--- src/rtl/twh_pkg.sv ---
package twh_pkg;
   typedef enum logic [2:0] {
      A_INFO = 3'd0,
      A_CTRL = 3'd1,
      A_STAT = 3'd2,
      A_IEN  = 3'd3,
      A_WMRK = 3'd4,
      A_FILL = 3'd5,
      A_CMD  = 3'd6,
      A_RXD  = 3'd7
   } reg_addr_e;

   localparam int ST_TXREQ  = 0;
   localparam int ST_RXRDY  = 1;
   localparam int EV_LO     = 8;
   localparam int EV_N      = 7;
   localparam int EV_STOP   = 1;   // offsets inside the sticky field
   localparam int EV_NACK   = 2;
   localparam int EV_ARB    = 3;
   localparam int EV_OVF    = 4;
   localparam int ST_MBUSY  = 24;
   localparam int ST_BBUSY  = 25;
   localparam int RX_NONE   = 14;
   localparam int CT_EN     = 0;
   localparam int CT_SRST   = 1;
   localparam int CT_TXFL   = 8;
   localparam int CT_RXFL   = 9;
   localparam logic [31:0] IEN_MASK = 32'h0000_0E03;
endpackage

--- src/rtl/twh_fifo.sv ---
module twh_fifo #(
   parameter int LOG2 = 2,
   parameter int W    = 8,
   localparam int DEPTH = 1 << LOG2,
   localparam int CW    = LOG2 + 1
) (
   input  logic          clk,
   input  logic          rst_n,
   input  logic          flush,
   input  logic          push,
   input  logic [W-1:0]  wdata,
   input  logic          pop,
   output logic [W-1:0]  rdata,
   output logic [CW-1:0] count,
   output logic          full,
   output logic          empty
);
   logic [W-1:0]      mem [DEPTH];
   logic [LOG2-1:0]   wp, rp;
   logic              do_push, do_pop;

   assign full    = (count == CW'(DEPTH));
   assign empty   = (count == '0);
   assign do_push = push && !full && !flush;
   assign do_pop  = pop && !empty && !flush;
   assign rdata   = mem[rp];

   always_ff @(posedge clk) begin
      if (do_push) mem[wp] <= wdata;
   end

   always_ff @(posedge clk or negedge rst_n) begin
      if (!rst_n) begin
         wp    <= '0;
         rp    <= '0;
         count <= '0;
      end else if (flush) begin
         wp    <= '0;
         rp    <= '0;
         count <= '0;
      end else begin
         if (do_push) wp <= wp + 1'b1;
         if (do_pop)  rp <= rp + 1'b1;
         case ({do_push, do_pop})
            2'b10:   count <= count + 1'b1;
            2'b01:   count <= count - 1'b1;
            default: count <= count;
         endcase
      end
   end

   assert_full_drop_R3: assert property (@(posedge clk) disable iff (!rst_n)
      (push && full && !pop && !flush) |=> (count == $past(count)));
   assert_empty_pop_R4: assert property (@(posedge clk) disable iff (!rst_n)
      (pop && empty && !push && !flush) |=> empty);
   assert_flush_R8: assert property (@(posedge clk) disable iff (!rst_n)
      flush |=> (count == '0));
endmodule

--- src/rtl/twh_sticky.sv ---
module twh_sticky #(
   parameter int N = 7
) (
   input  logic         clk,
   input  logic         rst_n,
   input  logic         clr,
   input  logic [N-1:0] set,
   input  logic         w1c_en,
   input  logic [N-1:0] w1c,
   output logic [N-1:0] q
);
   logic [N-1:0] keep;
   assign keep = w1c_en ? ~w1c : '1;

   always_ff @(posedge clk or negedge rst_n) begin
      if (!rst_n)   q <= '0;
      else if (clr) q <= '0;
      else          q <= (q & keep) | set;
   end

   assert_set_wins_R6: assert property (@(posedge clk) disable iff (!rst_n)
      (!clr && (set != '0)) |=> ((q & $past(set)) == $past(set)));
   assert_w1c_R6: assert property (@(posedge clk) disable iff (!rst_n)
      (!clr && w1c_en && ((w1c & ~set) != '0)) |=> ((q & $past(w1c & ~set)) == '0));
   assert_clr_R9: assert property (@(posedge clk) disable iff (!rst_n)
      clr |=> (q == '0));
endmodule

--- src/rtl/twh_front.sv ---
module twh_front
   import twh_pkg::*;
#(
   parameter int TX_LOG2 = 2,
   parameter int RX_LOG2 = 2,
   parameter int CMD_W   = 11,
   parameter bit IRQ_REG = 1'b0,
   localparam int TX_CW  = TX_LOG2 + 1,
   localparam int RX_CW  = RX_LOG2 + 1
) (
   input  logic             clk,
   input  logic             rst_n,
   input  logic             reg_wr,
   input  logic             reg_rd,
   input  logic [2:0]       reg_addr,
   input  logic [31:0]      reg_wdata,
   output logic [31:0]      reg_rdata,
   output logic             irq,
   output logic             core_en,
   output logic             cmd_valid,
   input  logic             cmd_pop,
   output logic [CMD_W-1:0] cmd_data,
   input  logic             rx_push,
   input  logic [7:0]       rx_byte,
   input  logic             ev_stop,
   input  logic             ev_nack,
   input  logic             ev_arb,
   input  logic             eng_busy,
   input  logic             bus_busy
);
   if (TX_LOG2 < 1 || TX_LOG2 > 7) begin : g_bad_tx
      $error("TX_LOG2 must lie in 1..7");
   end
   if (RX_LOG2 < 1 || RX_LOG2 > 7) begin : g_bad_rx
      $error("RX_LOG2 must lie in 1..7");
   end
   if (CMD_W < 8 || CMD_W > 32) begin : g_bad_cw
      $error("CMD_W must lie in 8..32");
   end

   logic              en_q, srst_q;
   logic [31:0]       ien_q;
   logic [TX_CW-1:0]  tx_wm_q, tx_cnt;
   logic [RX_CW-1:0]  rx_wm_q, rx_cnt;
   logic              tx_full, tx_empty, rx_full, rx_empty;
   logic [7:0]        rx_head;
   logic [EV_N-1:0]   ev_q, ev_set;
   logic              wr_ctrl, tx_flush, rx_flush, tx_push, rx_pop;
   logic [31:0]       stat, rd_mux;
   logic              irq_raw;
   logic              unused_bits;

   assign unused_bits = ^{reg_wdata, rx_full};

   assign wr_ctrl  = reg_wr && (reg_addr == A_CTRL);
   assign tx_flush = srst_q || (wr_ctrl && reg_wdata[CT_TXFL]);
   assign rx_flush = srst_q || (wr_ctrl && reg_wdata[CT_RXFL]);
   assign tx_push  = reg_wr && (reg_addr == A_CMD);
   assign rx_pop   = reg_rd && (reg_addr == A_RXD);

   always_ff @(posedge clk or negedge rst_n) begin
      if (!rst_n) begin
         en_q    <= 1'b0;
         srst_q  <= 1'b0;
         ien_q   <= '0;
         tx_wm_q <= '0;
         rx_wm_q <= '0;
      end else if (reg_wr) begin
         case (reg_addr)
            A_CTRL: begin
               en_q   <= reg_wdata[CT_EN];
               srst_q <= reg_wdata[CT_SRST];
            end
            A_IEN:  ien_q <= reg_wdata & IEN_MASK;
            A_WMRK: begin
               tx_wm_q <= reg_wdata[TX_CW-1:0];
               rx_wm_q <= reg_wdata[16 +: RX_CW];
            end
            default: ;
         endcase
      end
   end

   twh_fifo #(.LOG2(TX_LOG2), .W(CMD_W)) u_cmdq (
      .clk(clk), .rst_n(rst_n), .flush(tx_flush),
      .push(tx_push), .wdata(reg_wdata[CMD_W-1:0]),
      .pop(cmd_pop && cmd_valid), .rdata(cmd_data),
      .count(tx_cnt), .full(tx_full), .empty(tx_empty));

   twh_fifo #(.LOG2(RX_LOG2), .W(8)) u_rxq (
      .clk(clk), .rst_n(rst_n), .flush(rx_flush),
      .push(rx_push), .wdata(rx_byte),
      .pop(rx_pop), .rdata(rx_head),
      .count(rx_cnt), .full(rx_full), .empty(rx_empty));

   always_comb begin
      ev_set          = '0;
      ev_set[EV_STOP] = ev_stop;
      ev_set[EV_NACK] = ev_nack;
      ev_set[EV_ARB]  = ev_arb;
      ev_set[EV_OVF]  = tx_push && tx_full && !tx_flush;
   end

   twh_sticky #(.N(EV_N)) u_flags (
      .clk(clk), .rst_n(rst_n), .clr(srst_q), .set(ev_set),
      .w1c_en(reg_wr && (reg_addr == A_STAT)),
      .w1c(reg_wdata[EV_LO +: EV_N]), .q(ev_q));

   always_comb begin
      stat                  = '0;
      stat[ST_TXREQ]        = (tx_cnt <= tx_wm_q);
      stat[ST_RXRDY]        = (rx_cnt > rx_wm_q);
      stat[EV_LO +: EV_N]   = ev_q;
      stat[ST_MBUSY]        = eng_busy;
      stat[ST_BBUSY]        = bus_busy;
   end

   assign irq_raw   = |(stat & ien_q);
   assign core_en   = en_q;
   assign cmd_valid = en_q && !tx_empty;

   if (IRQ_REG) begin : g_irq_ff
      logic irq_q;
      always_ff @(posedge clk or negedge rst_n) begin
         if (!rst_n) irq_q <= 1'b0;
         else        irq_q <= irq_raw;
      end
      assign irq = irq_q;
   end else begin : g_irq_comb
      assign irq = irq_raw;
   end

   always_comb begin
      rd_mux = '0;
      case (reg_addr)
         A_INFO: begin
            rd_mux[3:0]  = 4'(TX_LOG2);
            rd_mux[11:8] = 4'(RX_LOG2);
         end
         A_CTRL: begin
            rd_mux[CT_EN]   = en_q;
            rd_mux[CT_SRST] = srst_q;
         end
         A_STAT: rd_mux = stat;
         A_IEN:  rd_mux = ien_q;
         A_WMRK: begin
            rd_mux[TX_CW-1:0]  = tx_wm_q;
            rd_mux[16 +: RX_CW] = rx_wm_q;
         end
         A_FILL: begin
            rd_mux[TX_CW-1:0]  = tx_cnt;
            rd_mux[16 +: RX_CW] = rx_cnt;
         end
         A_RXD: begin
            rd_mux[7:0]     = rx_empty ? 8'h00 : rx_head;
            rd_mux[RX_NONE] = rx_empty;
         end
         default: rd_mux = '0;
      endcase
   end
   assign reg_rdata = rd_mux;

   assert_soft_reset_R9: assert property (@(posedge clk) disable iff (!rst_n)
      srst_q |=> (tx_cnt == '0 && rx_cnt == '0 && ev_q == '0));
   assert_irq_masked_R7: assert property (@(posedge clk) disable iff (!rst_n)
      (ien_q == '0 && $past(ien_q) == '0) |-> !irq);
   assert_ovf_unrouted_R3: assert property (@(posedge clk) disable iff (!rst_n)
      !ien_q[EV_LO + EV_OVF]);
endmodule

--- config.mk ---
export PLATFORM = sky130hd
export DESIGN_NAME = twh_front
export DESIGN_NICKNAME = d
export VERILOG_FILES = /design/src/rtl/twh_pkg.sv /design/src/rtl/twh_fifo.sv /design/src/rtl/twh_sticky.sv /design/src/rtl/twh_front.sv
export SDC_FILE = /design/constraint.sdc
export NUM_CORES = 1
export LEC_CHECK = 0
export BUFFER_PORTS_ARGS = -buffer_cell sky130_fd_sc_hd__buf_2
export CAP_MARGIN = 20
export CORE_MARGIN = 2
export CORE_UTILIZATION = 55
export DETAILED_ROUTE_END_ITERATION = 10
export PLACE_DENSITY_LB_ADDON = 0.08
export SYNTH_ARGS = -nofsm -noshare
export SYNTH_HDL_FRONTEND = slang
export SYNTH_SLANG_ARGS = --single-unit
export TNS_END_PERCENT = 5
--- constraint.sdc ---
create_clock -name clk -period 3.1 [get_ports clk]
set_input_delay 0.465 -clock clk [delete_from_list [all_inputs] [get_ports clk]]
set_output_delay 0.465 -clock clk [all_outputs]
set_load 0.01 [all_outputs]
==> results of run 1 <==
cell usage in the layout, fill, tap and decap left out, types with 3 or more instances in the layout:
| cell type | netlist | routed |
|---|---|---|
| mux2i_1 | 12 | 12 |
| buf_4 | 12 | 6 |
| and3_1 | 4 | 4 |
| nor2b_1 | 8 | 8 |
| o21ai_0 | 13 | 13 |
| edfxtp_1 | 76 | 76 |
| nand2_1 | 19 | 19 |
| buf_2 | 4 | 73 |
| conb_1 | 1 | 12 |
| ha_1 | 14 | 14 |
| nor3_1 | 3 | 3 |
| nand3_1 | 4 | 4 |
| nor2_1 | 21 | 21 |
| inv_1 | 17 | 17 |
| mux4_2 | 19 | 19 |
| xnor2_1 | 4 | 4 |
| mux2_2 | 9 | 9 |
| and2_1 | 11 | 11 |
| clkbuf_8 | 0 | 9 |
| a32oi_1 | 3 | 3 |
| a21oi_1 | 13 | 13 |
| dfrtp_1 | 34 | 34 |
| nand2b_1 | 9 | 9 |
| nor3b_1 | 4 | 4 |
worst min path at each step:
| stage | slack (ns) | cells past startpoint | end |
|---|---|---|---|
| 2_1_floorplan | 0.17 | 0 | core_en |
| 3_3_place_gp | 0.49 | 1 | ien_q[1] |
| 3_5_place_dp | 0.49 | 1 | ien_q[1] |
| 4_1_cts | 0.19 | 1 | rx_wm_q[0] |
| 5_1_grt | 0.21 | 1 | u_rxq.rp[0] |
| 6_report | 0.17 | 1 | u_cmdq.rp[0] |
worst reg2reg max path, stage by stage, from the launching register on:
cell       delay [ns]
dfrtp_1          0.47
nor3_1           0.55
a211oi_1         0.16
and2_1           0.22
fa_1             0.41
a2111oi_0        0.50
mux2i_1          0.16
nand3_1          0.11
cells by family (layout without fill, tap and decap cells):
| family | count (synthesis) | count (layout) | share of synthesized area |
|---|---|---|---|
| flip-flops | 110 | 110 | 0.611 |
| adder cells (fa/ha/maj) | 16 | 16 | 0.0419 |
| XOR/XNOR | 6 | 6 | 0.0117 |
| other | 1 | 12 | 0.000731 |
| multiplexers | 40 | 40 | 0.127 |
| AO/OA/AOI/OAI | 48 | 48 | 0.0605 |
| AND/OR/NAND/NOR | 97 | 97 | 0.107 |
| buffers and inverters | 43 | 112 | 0.0412 |
layer usage:
| metal | track usage | vias to the layer above | part of all wire |
|---|---|---|---|
| met5 | 0 | - | 0 |
| met4 | 0.0590 | 0 | 0.012 |
| met3 | 0.0402 | 11 | 0.028 |
| met2 | 0.329 | 60 | 0.51 |
| met1 | 0.276 | 1544 | 0.45 |
| li1 | - | 1478 | - |
power breakdown:
group	internal (mW)	switching [mW]
Combinational	0.336	0.361
Sequential	1.71	0.153
Clock	0.474	0.524
Total	2.52	1.04
cell usage after synthesis (all sizes together), types with 2 or more instances:
cell,count
and3,5
nor3b,5
fa,2
and2,11
mux4,19
edfxtp,76
ha,14
o21ai,13
buf,18
nor2b,8
mux2i,12
nor4bb,2
a31oi,2
nand2,19
a211oi,2
a21oi,13
clkbuf,8
or3b,3
xnor2,5
a32oi,3
nor3,3
mux2,9
nor2,21
dfrtp,34
nand2b,9
a2111oi,2
inv,17
nand3,4
o311ai,2
o22ai,2
nand4b,2
registers in the layout (all words and copies together), names as in the netlist:
signal	flops
u_cmdq.mem	44
u_rxq.mem	32
u_flags.q	7
ien_q	5
rx_wm_q	3
tx_wm_q	3
u_cmdq.count	3
u_rxq.count	3
u_cmdq.rp	2
u_cmdq.wp	2
u_rxq.rp	2
u_rxq.wp	2
core_en	1
srst_q	1
cell type report:
class	count	share of cell area
Sequential cell	110	0.540
Tap cell	111	0.0239
Multi-Input combinational cell	219	0.315
Clock buffer	9	0.0213
Clock inverter	7	0.0187
Timing Repair Buffer	79	0.0707
Inverter	17	0.0110
per-stage QoR:
stage,hold slack [ns],power (mW),instances
finish,0.173,3.56,552
global route,0.213,3.75,552
CTS,0.190,3.59,552
detailed placement,0.494,2.61,536
global placement,0.490,2.58,536
floorplan,0.169,2.36,372
==> results by group, run 1 <==
Outcome
  – Status: finished clean

Layout
  – Post-Layout Inst Area: ~5800 um^2
  – Area of the multi-input gates: around 1800 um^2
  – Reg area: approximately 3100 um^2
  – Fin util: 0.634
  – Final Net Count: between 500 and 600
  – Ant diodes: 0
  – Fillers: 701
  – Layout area overhead: 13.2%
  – Share of post-route cells with drive strength above 1: 0.295

Job
  – Max-cap violations: 0

Worst setup path
  – Critical Path Sink: reg_rdata[0]
  – R2R setup slack: around 0.47 ns
  – Critical path's top delay family: simple AND/OR/NAND/NOR gates
  – Startpoint Class: flop
  – CP Class: flop to output pin
  – Critical Path RT: between 2 and 3 ns
  – Source of the worst register-to-register timing path: u_rxq.count[0]
  – Slowest cell on the critical path: nor3_1
  – WP data arrival: roughly 2.3 ns
  – Slowest Stage Delay on Critical Path: 0.54 ns
  – Critical path capture point type: output pin
  – R2R Path End: u_rxq.count[2]
  – Worst path bufs/invs: 1
  – CP Cell Sequence: nor3_1 -> nand4b_1 -> nand2b_1 -> o311ai_0 -> buf_2
  – Stages on the worst setup path: 5
  – Critical Path Start: u_rxq.count[0]
  – Max FO, Critical Path: 8
  – Worst R2R Path Depth: 7

Die
  – Die W: 101 um
  – Die area: between 10000 and 15000 um^2
  – # IOs: 100
  – Die Span Y: 101 um
  – CORE AREA: just over 9000 um^2
  – Initial Util: 0.561
  – Cell row count: 35

Synth
  – Synth warn: 0
  – Async S/R FF share, synth: 0.309
  – Netlist cell types: 54
  – Synth Instances: around 360
  – Leading register cell type out of synthesis: edfxtp_1
  – Post-synth EDFFs: 76
  – Area share of the largest cell type after synthesis: 0.445
  – Post-synth top area cell: edfxtp_1
  – Syn Std Cell Area: 5130 um^2
  – Synthesized area per cell: about 14 um^2
  – Seq/Total Area, Yosys: 0.611
  – #FFs+latches synth: 110
  – Area contributors post-synth: edfxtp_1, dfrtp_1, mux4_2, ha_1, mux2i_1

Place
  – Placed cell areas: approximately 5600 um^2
  – Post-DP HPWL: between 6000 and 7000 um
  – Gp weighted congestion: ~0.76
  – Port-buffer cells: 73
  – Worst slack at placement: approximately 0.42 ns

Power and ir drop
  – PD cells: 613 nW/um^2
  – Max VDD drop: approximately 0.35 mV
  – Leakage: 2.31 nW

Global route
  – Initial antenna violation count: 0
  – Vias in the first global route: 2960
  – First-pass GRT wire length: 15200 um
  – Overflow left after global routing: 0
  – Total GRT Usage: 0.201
  – Largest net degree at the start of global routing: 35

Clocking
  – CTS root buf: clkbuf_8
  – Worst-Skew Late Latency: approximately 0.37 ns
  – CTS Sinks: 110
  – CTS Buf Count: 9
  – CTS H-tree lvls: 3
  – Setup Buffers After CTS: 0
  – Clock slew at reported path FFs: roughly 0.10 ns
  – Bufs on Longest Clock Path: 2
  – Cts repair resizes: 0
  – Cts hold-fix bufs: 0
  – CTS tree: done

Timing
  – Min Clock Period, post-route: about 2.8 ns
  – Final hold viol count: 0
  – Pin slew with the least headroom to its limit: 0.798 ns
  – RSZ-0062 raised after global routing: no
  – Worst setup margin: 0.303 ns
  – Max Slew Vio Count: 0
  – Setup violations, final: 0
  – Clock skew: between 0.01 and 0.015 ns
  – Crit share post-route: 0.902
  – Setup TNS: 0 ns
  – Worst rel slew slack: 0.468
  – Max Freq: between 0.3 and 0.4 GHz

Drt
  – Total wire length: a little under 10000 um
  – Residual DRC: 0
  – Antenna viol nets, final: 0
  – DR iter-0 viols: 97
  – Vias: 3093
  – Wire length per cell: 17.8 um
  – Via density: approximately 5.6
  – First drt pass iteration count: 4

Min path
  – Hold WC Path Type: input port to async pin
No activity file was read; power rests on OpenSTA's default activity.
==> run 2, diff against run 1 <==
Settings changed: CORE_UTILIZATION 55 to 56, SLEW_MARGIN from default to 25, SYNTH_HIERARCHICAL from default to 1.
==> run 2 against run 1 <==
Compared with the run above: flip-flop and latch count did not move; first-iteration DRC count up 49%; design area is 3.7% higher; sequential share of layout area fell by 1.9 points; global-route usage shrank 0.20 points; register-to-register slack gained 0.14 ns; combinational power down 16%; worst hold slack worse by 0.0011 ns.
==> results by group, run 2 <==
Outcome
  – Status: finished clean

Layout
  – Most frequent cells in the layout: edfxtp_1, buf_2, dfrtp_1
  – Biggest regs: u_cmdq/mem x44, u_rxq/mem x32, u_flags/q x7
  – Most common cell after layout, fill and taps aside: edfxtp_1
  – Fin util: 0.648 (+0.0139)
  – Area of the multi-input gates: 2020 um^2 (+10%)
  – Reg area: 3130 um^2 (unchanged)
  – Largest register FFs: 44 (unchanged)
  – Share of post-route cells with drive strength above 1: 0.262 (-0.0332)
  – Top reg by flops: u_cmdq/mem
  – Layout area overhead: 11.9%
  – Cell Count, Final, Fillers Out: 603 (+9.2%)
  – Fillers: 746 (+6.4%)
  – Final Net Count: 539 (+6.5%)
  – Ant diodes: 0 (unchanged)

Timing
  – RSZ-0062 raised after global routing: no
  – Setup TNS: 0 ns (unchanged)
  – Max Freq: 0.369 GHz (+3.3%)
  – Worst rel slew slack: 0.461 (-0.00698)
  – Clock skew: 0.0155 ns (+0.00165 ns)
  – Crit share post-route: 0.874 (-0.0284)
  – Final hold viol count: 0 (unchanged)
  – Setup violations, final: 0 (unchanged)
  – Min Clock Period, post-route: 2.71 ns (-0.0882 ns)
  – Pin slew with the least headroom to its limit: 0.808 ns (+0.0105 ns)
  – Max Slew Vio Count: 0 (unchanged)

Worst setup path
  – R2R setup slack: 0.61 ns (+0.14 ns)
  – Critical Path Sink: irq
  – CP Class: flop to output pin
  – Critical Path RT: 2.63 ns (about the same)
  – Max FO, Critical Path: 11 (+3)
  – Startpoint Class: flop
  – Worst R2R Path Depth: 9 (+2)
  – Critical path capture point type: output pin
  – WP data arrival: 2.24 ns (-0.09 ns)
  – Critical Path Start: u_rxq/count[1]
  – Source of the worst register-to-register timing path: u_cmdq/count[1]
  – R2R Path End: u_cmdq/count[1]

Synth
  – Async S/R FF share, synth: 0.309 (unchanged)
  – Synth Instances: 389 (+7.8%)
  – Leading register cell type out of synthesis: edfxtp_1
  – Area contributors post-synth: edfxtp_1, dfrtp_1, mux4_1, mux4_2, ha_1
  – Synth Area in Compound Gates: 0.0819 (+0.0214)
  – Area share of the largest cell type after synthesis: 0.424 (-0.0206)
  – Most common cell in the netlist: edfxtp_1
  – Post-synth top area cell: edfxtp_1
  – Seq/Total Area, Yosys: 0.582 (-0.0283)
  – Synthesized area per cell: 13.8 um^2 (-2.7%)
  – Post-synthesis mux area share: 0.128 (+0.00159)
  – Top cells by count, synth: edfxtp_1, dfrtp_1, nor2_1
  – Post-Synth Adder-Cell Area: 0.0400 (-0.00194)
  – Post-synth EDFFs: 76 (unchanged)
  – Post-Synth XOR/XNOR Area: 0.0114 (-0.000309)
  – Largest family of logic cells by synthesized area: multiplexers
  – #FFs+latches synth: 110 (unchanged)
  – Synth warn: 6 (+6)
  – Netlist cell types: 61 (+13%)
  – Simple-gate portion of the synthesized area: 0.101 (-0.00611)
  – Syn Std Cell Area: 5380 um^2 (+4.9%)

Global route
  – First-pass GRT wire length: 15600 um (+2.6%)
  – Largest net degree at the start of global routing: 35 (unchanged)
  – Vias in the first global route: 3171 (+7.1%)
  – Total GRT Usage: 0.199 (-0.00197)
  – Initial antenna violation count: 0 (unchanged)
  – Overflow left after global routing: 0 (unchanged)

Drt
  – DR iter-0 viols: 145 (+49%)
  – Wire length per cell: 16.4 um (-7.9%)
  – Total wire length: 9870 um (+0.61%)
  – Via density: 5.41 (-3.5%)
  – Residual DRC: 0 (unchanged)
  – Antenna viol nets, final: 0 (unchanged)
  – First drt pass iteration count: 4 (unchanged)
  – Vias: 3261 (+5.4%)

Clocking
  – Setup Buffers After CTS: 0 (unchanged)
  – CTS tree: done
  – Cts repair resizes: 0 (unchanged)
  – Worst-Skew Late Latency: 0.36 ns (about the same)
  – Clock slew at reported path FFs: 0.11 ns (about the same)
  – CTS root buf: clkbuf_8
  – CTS Sinks: 110 (unchanged)
  – Cts hold-fix bufs: 0 (unchanged)
  – CTS Buf Count: 9 (unchanged)
  – Bufs on Longest Clock Path: 2 (unchanged)
  – CTS H-tree lvls: 3 (unchanged)

Place
  – Port-buffer cells: 73 (unchanged)
  – Post-DP HPWL: 7110 um (+1.7%)
  – Gp weighted congestion: 0.771 (+1.6%)
  – Placed cell count: 587 (+9.5%)

Die
  – Initial Util: 0.580 (+0.0189)
  – # IOs: 100 (unchanged)
  – Cell row count: 35 (unchanged)
  – Die Span Y: 102 um (+1.4%)
  – Die area: 10400 um^2 (+2.9%)
  – Die W: 102 um (+1.4%)
  – CORE AREA: 9280 um^2 (+1.4%)

Power and ir drop
  – Max VDD drop: 0.288 mV (-17%)
  – Switching share of power: 0.285 (-0.00630)
  – Power share of the clock group: 0.251 (-0.029)
  – Leakage: 2.42 nW (+5.1%)
  – PD cells: 529 nW/um^2 (-14%)
  – Sequential fraction of design power: 0.565 (+0.041)
  – Internal: 2.28 mW (-9.7%)
  – Gate power share: 0.184 (-0.012)
  – Net Sw Power: 0.908 mW (-12%)

Min path
  – Hold WC Path Type: input port to async pin

Job
  – Max-cap violations: 0 (unchanged)
[run 2: stage by stage]
step / hold WS, ns / total power [mW] / worst slack, ns / cell area [um^2]
detailed placement: 0.494 / 2.42 / 0.421 / 5840
CTS: 0.197 / 3.22 / 0.366 / 6020
global placement: 0.491 / 2.40 / 0.460 / 5840
finish: 0.171 / 3.19 / 0.391 / 6020
global route: 0.224 / 3.36 / 0.228 / 6020
floorplan: 0.169 / 2.23 / 0.675 / 5440
[run 2: critical path: stages, from the launching register on]
cell      delay, ns
dfrtp_1        0.57
ha_1           0.31
nor2b_1        0.13
o21a_1         0.16
o21ai_0        0.28
o221ai_1       0.23
buf_2          0.19
[run 2: area by class of cell]
class / count / share of cell area
clock buffers: 9 / 0.0206
clock inverters: 7 / 0.00977
inverters: 25 / 0.0156
multi-input cells: 241 / 0.335
flip-flops and latches: 110 / 0.520
well taps: 129 / 0.0268
repair buffers: 82 / 0.0719
[run 2: cell families after synthesis]
logic type                 Yosys count
DFF                                110
and+or+nand+nor                    101
AOI/OAI and AO/OA                   60
buffers and inverters               55
muxes                               39
adders and majority gates           16
xor gates and xnor gates             7
other                                1
[run 2: per-layer routing]
| layer | vias to the layer above | routed length, um | track usage |
|---|---|---|---|
| li1 | 1574 | - | - |
| met1 | 1598 | 4180 | 0.251 |
| met2 | 79 | 5180 | 0.353 |
| met3 | 10 | 389 | 0.0321 |
| met4 | 0 | 125 | 0.0667 |
| met5 | - | 0 | 0 |
[run 2: worst min path at each step]
stage / from / end / slack (ns) / depth (start not counted)
final: rst_n / u_cmdq/rp[1] / 0.17 / 1
after detailed placement: ien_q[0] / ien_q[0] / 0.49 / 1
after global routing: rst_n / u_cmdq/count[0] / 0.22 / 1
after floorplan: rst_n / core_en / 0.17 / 0
after CTS: rst_n / u_cmdq/count[0] / 0.20 / 1
after global placement: ien_q[1] / ien_q[1] / 0.49 / 1
[run 2: power by group through the flow]
stage | clock network, mW | registers, mW | logic (mW)
after floorplan | 0 | 1.80 | 0.425
after detailed placement | 0 | 1.83 | 0.592
final | 0.800 | 1.80 | 0.587
after global routing | 0.878 | 1.82 | 0.664
after CTS | 0.825 | 1.80 | 0.594
after global placement | 0 | 1.83 | 0.568
==> run 3, diff against run 2 <==
Settings changed: CORE_UTILIZATION 56 to 35, SYNTH_HIERARCHICAL 1 to default.
==> run 3 against run 2 <==
Compared with the run above: clock skew down 0.0091 ns; worst hold slack better by 0.028 ns; wire length increased by 9.5%; critical endpoint is now reg_rdata[0]; count of clock-buffer cells in the layout is 2 higher; global-route usage fell by 5.5 points; fmax shrank 0.53%; die area increased by 50%.
==> results by group, run 3 (same netlist as run 1, synthesis figures left out) <==
Outcome
  – Status: finished clean

Layout
  – Share of post-route cells with drive strength above 1: 0.300 (+0.0382)
  – Most common cell after layout, fill and taps aside: edfxtp_1
  – Most frequent cells in the layout: edfxtp_1, buf_2, dfrtp_1
  – Fin util: 0.421 (-0.227)
  – Ant diodes: 0 (unchanged)
  – Layout area overhead: 18.3%
  – Top reg by flops: u_cmdq.mem
  – Biggest regs: u_cmdq.mem x44, u_rxq.mem x32, u_flags.q x7
  – Largest register FFs: 44 (unchanged)
  – Final Net Count: 512 (-5.0%)

Die
  – Die area: 15600 um^2 (+50%)
  – Cell row count: 44 (+26%)
  – Initial Util: 0.356 (-0.224)
  – # IOs: 100 (unchanged)
  – CORE AREA: 14400 um^2 (+55%)
  – Die W: 125 um (+23%)
  – Die Span Y: 125 um (+23%)

Worst setup path
  – Max FO, Critical Path: 8 (-3)
  – Critical path capture point type: output pin
  – Startpoint Class: flop
  – WP data arrival: 2.26 ns (+0.02 ns)
  – Critical Path RT: 2.63 ns (about the same)
  – CP Class: flop to output pin

Drt
  – Vias: 3143 (-3.6%)
  – First drt pass iteration count: 4 (unchanged)
  – DR iter-0 viols: 123 (-15%)
  – Wire length per cell: 17.1 um (+4.6%)
  – Antenna viol nets, final: 0 (unchanged)
  – Total wire length: 10800 um (+9.5%)
  – Via density: 4.98 (-7.9%)
  – Residual DRC: 0 (unchanged)

Timing
  – RSZ-0062 raised after global routing: no
  – Crit share post-route: 0.878 (+0.00463)
  – Worst setup margin: 0.377 ns (-0.0143 ns)
  – Setup TNS: 0 ns (unchanged)
  – Final hold viol count: 0 (unchanged)
  – Setup violations, final: 0 (unchanged)
  – Worst rel slew slack: 0.456 (-0.00510)
  – Max Slew Vio Count: 0 (unchanged)
  – Max Freq: 0.367 GHz (-0.53%)
  – Pin slew with the least headroom to its limit: 0.816 ns (+0.00764 ns)
  – Fin Hold WS: 0.199 ns (+0.0276 ns)
  – Min Clock Period, post-route: 2.72 ns (+0.0143 ns)
  – Clock skew: 0.00636 ns (-0.00915 ns)

Place
  – Post-DP HPWL: 7560 um (+6.2%)
  – Worst slack at placement: 0.473 ns (+0.0514 ns)
  – Port-buffer cells: 73 (unchanged)
  – Gp weighted congestion: 0.773 (+0.17%)

Global route
  – Total GRT Usage: 0.145 (-0.0546)
  – Overflow left after global routing: 0 (unchanged)
  – Initial antenna violation count: 0 (unchanged)
  – Vias in the first global route: 3198 (+0.85%)
  – First-pass GRT wire length: 17500 um (+12%)
  – Largest net degree at the start of global routing: 35 (unchanged)

Power and ir drop
  – Leakage: 2.39 nW (-1.2%)
  – Gate power share: 0.178 (-0.006)
  – Power share of the clock group: 0.352 (+0.101)
  – Max VDD drop: 0.315 mV (+9.4%)
  – Switching share of power: 0.263 (-0.0222)
  – Net Sw Power: 1.04 mW (+15%)
  – PD cells: 655 nW/um^2 (+24%)
  – Total Power: 3.98 mW (+25%)
  – Internal: 2.93 mW (+29%)
  – Sequential fraction of design power: 0.470 (-0.095)

Clocking
  – CTS Sinks: 110 (unchanged)
  – Setup Buffers After CTS: 0 (unchanged)
  – Clock slew at reported path FFs: 0.07 ns (-0.04 ns)
  – Cts repair resizes: 0 (unchanged)
  – Worst-Skew Late Latency: 0.35 ns (about the same)
  – CTS tree: done
  – Cts hold-fix bufs: 0 (unchanged)
  – Bufs on Longest Clock Path: 2 (unchanged)
  – CTS H-tree lvls: 3 (unchanged)
  – CTS Buf Count: 9 (unchanged)
  – CTS root buf: clkbuf_16

Job
  – Max-cap violations: 0 (unchanged)

Min path
  – Hold WC Path Type: input port to async pin
## run 3: changes by cell type in the layout (fill, tap and decap cells not counted), sizes merged, moves of 6 or more
cell    previous run  this run
and2              21        11
inv               27        18
a311oi             8         0
conb              18        12
a21oi              6        13
nor2              33        21
## run 3: worst max-delay path: stages (launching register included)
cell	delay [ns]
dfrtp_1	0.46
nor3_1	0.46
nand4b_1	0.41
nand2b_1	0.21
o311ai_0	0.18
buf_2	0.19
## run 3: area by class of cell
cell class              instances  area (um^2)
flip-flops and latches        110         3130
clock inverters                 5          129
inverters                      17         63.8
multi-input cells             219         1830
fillers                      1375         8350
repair buffers                 85          455
well taps                     184          230
clock buffers                  11          233
## run 3: metal layers
| layer | global-route usage | wire length [um] | vias to the layer above |
|---|---|---|---|
| met2 | 0.234 | 5120 | 85 |
| li1 | - | - | 1480 |
| met3 | 0.0325 | 578 | 13 |
| met4 | 0.0529 | 173 | 0 |
| met1 | 0.192 | 4940 | 1565 |
| met5 | 0 | 0 | - |
## run 3: path summary, 6_finish.rpt
path / start / endpoint / slack, ns / cells after the start
max: u_rxq.count[1] / reg_rdata[0] / 0.38 / 5
min: rst_n / u_cmdq.count[0] / 0.20 / 1
max reg2reg: u_rxq.count[1] / u_rxq.count[2] / 0.50 / 8
min reg2reg: ien_q[1] / ien_q[1] / 0.52 / 1
max in group asynchronous: rst_n / u_flags.q[1] / 2.38 / 1
min in group clk: reg_wdata[13] / u_flags.q[5] / 0.27 / 2
## run 3: power by group through the flow
stage               clock network, mW  logic, mW  registers (mW)
global placement                    0      0.702            1.90
CTS                              1.44      0.720            1.87
floorplan                           0      0.529            1.83
finish                           1.40      0.708            1.87
global route                     1.49      0.805            1.90
detailed placement                  0      0.717            1.91
## run 3: per-stage QoR
stage / cell area (um^2) / cells
after global routing: 6070 / 631
after CTS: 6070 / 631
after global placement: 5710 / 615
final: 6070 / 631
after floorplan: 5170 / 372
after detailed placement: 5710 / 615
